## config.mk

```make
export PLATFORM = sky130hd
export DESIGN_NAME = hc_adder
export DESIGN_NICKNAME = d
export VERILOG_FILES = /design/src/rtl/hc_pkg.sv /design/src/rtl/hc_prep.sv /design/src/rtl/hc_tree.sv /design/src/rtl/hc_post.sv /design/src/rtl/hc_adder.sv
export SDC_FILE = /design/constraint.sdc
export NUM_CORES = 1
export LEC_CHECK = 0
export BUFFER_PORTS_ARGS = -buffer_cell sky130_fd_sc_hd__buf_4
export CAP_MARGIN = 40
export CORE_ASPECT_RATIO = 1.4
export CORE_UTILIZATION = 48
export DETAILED_ROUTE_END_ITERATION = 16
export GPL_ROUTABILITY_DRIVEN = 0
export PLACE_DENSITY = 0.84
export SETUP_SLACK_MARGIN = 0.4
export SLEW_MARGIN = 5
export SYNTH_ARGS = -nofsm -noshare
export SYNTH_HDL_FRONTEND = slang
export SYNTH_HIERARCHICAL = 1
export SYNTH_SLANG_ARGS = --single-unit
```

## constraint.sdc

```tcl
create_clock -name vclk -period 4
set_input_delay 0.8 -clock vclk [all_inputs]
set_output_delay 0.8 -clock vclk [all_outputs]
set_load 0.005 [all_outputs]
```

## src/rtl/hc_pkg.sv

```systemverilog
package hc_pkg;

   typedef struct packed {
      logic p;
      logic g;
   } hc_pg_t;

   // Merge an upper span with the adjacent lower span.
   function automatic hc_pg_t hc_merge(input hc_pg_t hi, input hc_pg_t lo);
      hc_pg_t r;
      r.p = hi.p & lo.p;
      r.g = hi.g | (hi.p & lo.g);
      return r;
   endfunction

endpackage

```

## src/rtl/hc_prep.sv

```systemverilog
module hc_prep
   import hc_pkg::*;
#(
   parameter int WIDTH = 16
) (
   input  logic [WIDTH-1:0]   a,
   input  logic [WIDTH-1:0]   b,
   input  logic               cin,
   output hc_pg_t [WIDTH-1:0] bit_pg,
   output hc_pg_t [WIDTH-1:0] seed_pg
);

   for (genvar i = 0; i < WIDTH; i++) begin : g_bit
      assign bit_pg[i].p = a[i] ^ b[i];
      assign bit_pg[i].g = a[i] & b[i];
      if (i == 0) begin : g_fold
         // Carry-in acts as a generate below bit 0.
         assign seed_pg[i].p = bit_pg[i].p;
         assign seed_pg[i].g = bit_pg[i].g | (bit_pg[i].p & cin);
      end else begin : g_pass
         assign seed_pg[i] = bit_pg[i];
      end
   end

endmodule

```

## src/rtl/hc_tree.sv

```systemverilog
module hc_tree
   import hc_pkg::*;
#(
   parameter int WIDTH = 16
) (
   input  hc_pg_t [WIDTH-1:0] leaf,
   output hc_pg_t [WIDTH-1:0] pref
);

   localparam int LOGW   = $clog2(WIDTH);
   localparam int KS_LVL = LOGW - 1;

   hc_pg_t [WIDTH-1:0] stage [KS_LVL+1];

   // Opening pair step: odd bit absorbs the even bit below it.
   for (genvar i = 0; i < WIDTH; i++) begin : g_open
      if (i % 2 == 1) begin : g_odd
         assign stage[0][i] = hc_merge(leaf[i], leaf[i-1]);
      end else begin : g_even
         assign stage[0][i] = leaf[i];
      end
   end

   // Doubling network over odd positions, spans 2,4,...,WIDTH/2.
   for (genvar l = 1; l <= KS_LVL; l++) begin : g_lvl
      localparam int DIST = 1 << l;
      for (genvar i = 0; i < WIDTH; i++) begin : g_node
         if ((i % 2 == 1) && (i >= DIST + 1)) begin : g_mrg
            assign stage[l][i] = hc_merge(stage[l-1][i], stage[l-1][i-DIST]);
         end else begin : g_cpy
            assign stage[l][i] = stage[l-1][i];
         end
      end
   end

   // Closing step: even positions take the finished odd prefix below.
   for (genvar i = 0; i < WIDTH; i++) begin : g_close
      if ((i % 2 == 0) && (i > 0)) begin : g_fill
         assign pref[i] = hc_merge(leaf[i], stage[KS_LVL][i-1]);
      end else begin : g_keep
         assign pref[i] = stage[KS_LVL][i];
      end
   end

   // Group propagate of each prefix must be the AND of all leaf propagates.
   always_comb begin
      for (int i = 0; i < WIDTH; i++) begin
         logic acc;
         acc = 1'b1;
         for (int j = 0; j <= i; j++) acc = acc & leaf[j].p;
         a_r7_prefix_propagate: assert (pref[i].p == acc)
            else $error("prefix propagate wrong at %0d", i);
      end
   end

   // No generate anywhere in the leaves means no generate in any prefix.
   always_comb begin
      logic any_g;
      any_g = 1'b0;
      for (int j = 0; j < WIDTH; j++) any_g = any_g | leaf[j].g;
      for (int i = 0; i < WIDTH; i++) begin
         a_r4_no_spurious_generate: assert (any_g || !pref[i].g)
            else $error("spurious generate at %0d", i);
      end
   end

endmodule

```

## src/rtl/hc_post.sv

```systemverilog
module hc_post
   import hc_pkg::*;
#(
   parameter int WIDTH = 16
) (
   input  hc_pg_t [WIDTH-1:0] bit_pg,
   input  hc_pg_t [WIDTH-1:0] pref,
   input  logic               cin,
   output logic [WIDTH-1:0]   sum,
   output logic               cout
);

   logic [WIDTH-1:0] carry_in;
   logic [WIDTH-1:0] prop;

   for (genvar i = 0; i < WIDTH; i++) begin : g_sum
      assign prop[i] = bit_pg[i].p;
      if (i == 0) begin : g_lsb
         assign carry_in[i] = cin;
      end else begin : g_up
         assign carry_in[i] = pref[i-1].g;
      end
      assign sum[i] = bit_pg[i].p ^ carry_in[i];
   end

   assign cout = pref[WIDTH-1].g;

   // A word that only propagates passes the carry-in straight through.
   always_comb begin
      a_r6_full_propagate: assert (!(&prop) || (cout == cin))
         else $error("propagate-only word lost carry-in");
   end

endmodule

```

## src/rtl/hc_adder.sv

```systemverilog
module hc_adder
   import hc_pkg::*;
#(
   parameter int WIDTH = 16
) (
   input  logic [WIDTH-1:0] a,
   input  logic [WIDTH-1:0] b,
   input  logic             cin,
   output logic [WIDTH-1:0] sum,
   output logic             cout
);

   if (WIDTH < 4 || (WIDTH & (WIDTH - 1)) != 0) begin : g_bad_width
      $error("hc_adder: WIDTH must be a power of two and at least 4 (R8)");
   end

   hc_pg_t [WIDTH-1:0] bit_pg;
   hc_pg_t [WIDTH-1:0] seed_pg;
   hc_pg_t [WIDTH-1:0] pref;

   hc_prep #(.WIDTH(WIDTH)) u_prep (
      .a       (a),
      .b       (b),
      .cin     (cin),
      .bit_pg  (bit_pg),
      .seed_pg (seed_pg)
   );

   hc_tree #(.WIDTH(WIDTH)) u_tree (
      .leaf (seed_pg),
      .pref (pref)
   );

   hc_post #(.WIDTH(WIDTH)) u_post (
      .bit_pg (bit_pg),
      .pref   (pref),
      .cin    (cin),
      .sum    (sum),
      .cout   (cout)
   );

   // Arithmetic cross-check of the finished result.
   always_comb begin
      a_r1_r2_total: assert ({cout, sum} ==
                             ({1'b0, a} + {1'b0, b} + {{WIDTH{1'b0}}, cin}))
         else $error("adder total mismatch");
   end

endmodule

```

; ---- Word level (Yosys, flattened, before mapping)
; Index checks and enable logic that the tools add are counted.
[word_totals]
register_bits = 0
inputBits = 33
out_inout_bits = 17
[classes]
bitwise_logic = 131
[op_table]
columns = operator, n
row1 = $and 1x1->1, 66
row2 = $or 1x1->1, 33
row3 = $xor 1x1->1, 32

; ---- Depth between registers and ports, before layout
[logic_depth]
depth_word = 12
ltp_mapped = 8

; ---- Hierarchy
; The synthesis kept the hierarchy.
[modules_own_cells]
columns = module, n_inst, cells_per_inst, area_per_inst_um2
row1 = hc_prep, 1, 48, 440.4
row2 = hc_tree, 1, 57, 364.1
row3 = hc_post, 1, 17, 147.6

; ---- Worst setup path before layout
; No wires, ideal clock.
[synth_path]
path_type = in2out
startpoint = input port a[0]
endpoint = output port cout
arrival_ns = 2.699
required_ns = 3.200
setup_slack_ns = 0.501
stages = 8
n_path_buf = 1
cell_sequence = ha_1 a21o_1 a21o_1 a221o_1 a221oi_2 o21ai_2 a311o_1 buf_4
[synth_lines]
columns = element, line
row1 = start: declaration, hc_adder.sv:6  ; input logic [WIDTH-1:0] a,
row2 = end: declaration, hc_adder.sv:10  ; output logic cout

==> impl_metrics.csv <==
group,metric,value,unit
run_status,status,"finished, final reports clean",
setup_path,arrival,2.82,ns
sta,finalSetupTns,0,ns
min_path,min-delay-path-class,"primary input to primary output",
global_route,grt.overflow.total,0,
placed_design,dp_hpwl,1.45,mm
sta,fmax,276,MHz
cells_and_area,syn_to_final_growth,31.2,%
sta,worst_pin_slew,0.274,ns
die,dieArea,0.00193,mm^2
cells_and_area,seq_cells,0,
sta,fin_crit_sh,0.904,
global_route,grt_pass1_wl,3.02,mm
die,ios,50,
placed_design,port_buffers,50,
global_route,track_usage,0.203,
min_path,hold_end,"sum[0]",
sta,hold_viol,0,
detailed_routing,drc,0,
global_route,grt_pass1_vias,764,
synthesis,yosysWarnings,6,
pwr,leakage,0.617,nW
sta,grt_setup_unrepaired,"true",
pwr,power,0.205,mW
sta,slew_violations,0,
detailed_routing,dr.pass1.iters,4,
synthesis,syn_inst,104,
cells_and_area,diodes,0,
detailed_routing,vias_per_cell,5.29,
setup_path,crit_fanout,3,
flow_run,maxCapViolations,0,
die,num_rows,17,
sta,min_period,3.62,ns
sta,finalSetupViolCount,0,
die,die_y,51.6,um
placed_design,placed_cells,141,
die,start_util,0.522,
setup_path,worstPathRequired,3.20,ns
sta,slew_headroom,0.818,
detailed_routing,routed_wl,1.94,mm
min_path,hold_depth,3,
setup_path,startpoint_type,"primary input",
die,coreArea,0.00162,mm^2
pwr,p_per_area,186,mW/mm^2
detailed_routing,vias,778,
detailed_routing,drtIter0Drc,4,
setup_path,crit_path_end_kind,"primary output",
die,dieWidth,37.4,um
cells_and_area,final_cells,147,
cells_and_area,final_common_cell,"buf_4",
synthesis,syn_area,843,um^2
cells_and_area,nets,179,
cells_and_area,drive_gt1_frac,0.508,
setup_path,critPathKind,"primary input to primary output",
cells_and_area,layout.area.seq,0,um^2
detailed_routing,drtAntennaViolNets,0,
global_route,antenna_found_initial,0,
cells_and_area,clkbuf_count,0,
min_path,hp-start,"cin",
pwr,vdd_drop_max,0.0000980,V
global_route,grt_max_degree,6,
synthesis,avgSynthCellArea,8.11,um^2
synthesis,synth_fp_nets,153,
detailed_routing,wire_per_inst,13.2,um
cells_and_area,final_cell_mix,"54 x buf_4, 16 x xor2_1, 13 x ha_1",
## through the flow
step           instance area [um^2]  setup WS (ns)  utilization  hold WS, ns
2_1_floorplan                   843          0.509            -         1.66
6_report                       1110          0.383        0.684         1.88
5_1_grt                        1110          0.314        0.684         1.90
3_5_place_dp                   1000          0.224        0.620         1.87
3_3_place_gp                   1000          0.253        0.620         1.87
4_1_cts                        1080          0.421        0.668         1.87
## layer usage
layer	share of wire	wire, um	vias to the layer above	global-route usage
met4	0.0093	18	0	0.0774
met1	0.32	618	363	0.185
li1	-	-	382	-
met2	0.62	1200	31	0.424
met3	0.055	106	2	0.0256
met5	0	0	-	0
## report_power, final
part,internal (mW),switching [mW],leakage [nW]
sequential,0,0,0
clock,0,0,0
combinational,0.122,0.0834,0.617
## critical path, cell delays in order
cell,delay [ns]
buf_6,0.10
ha_4,0.23
a21o_1,0.16
a21o_1,0.20
a221o_1,0.34
a221oi_4,0.32
buf_4,0.19
inv_4,0.04
a21o_1,0.15
xor2_1,0.16
buf_4,0.14
## worst max-delay path by stage
stage                     from      end  slack, ns  cells past startpoint
final                     b[0]   sum[9]       0.38                     11
after global routing      b[0]   sum[9]       0.31                     11
after CTS                 a[0]  sum[15]       0.42                     10
after detailed placement  a[0]  sum[14]       0.22                     10
after global placement    a[0]  sum[14]       0.25                     10
after floorplan           a[3]     cout       0.51                      8
## layout make-up
type / count / area (um^2)
Inverter: 3 / 13.8
Timing Repair Buffer: 56 / 428
Tap cell: 19 / 23.8
Multi-Input combinational cell: 69 / 641
Fill cell: 144 / 510
## timing repair
action                                  CTS  global route
hold buffers                              0             0
endpoints found under the setup margin    6             6
pin swaps                                 8            10
gates resized for setup                   5             3
setup buffers                             5             1
(Power assumes the default switching activity.)
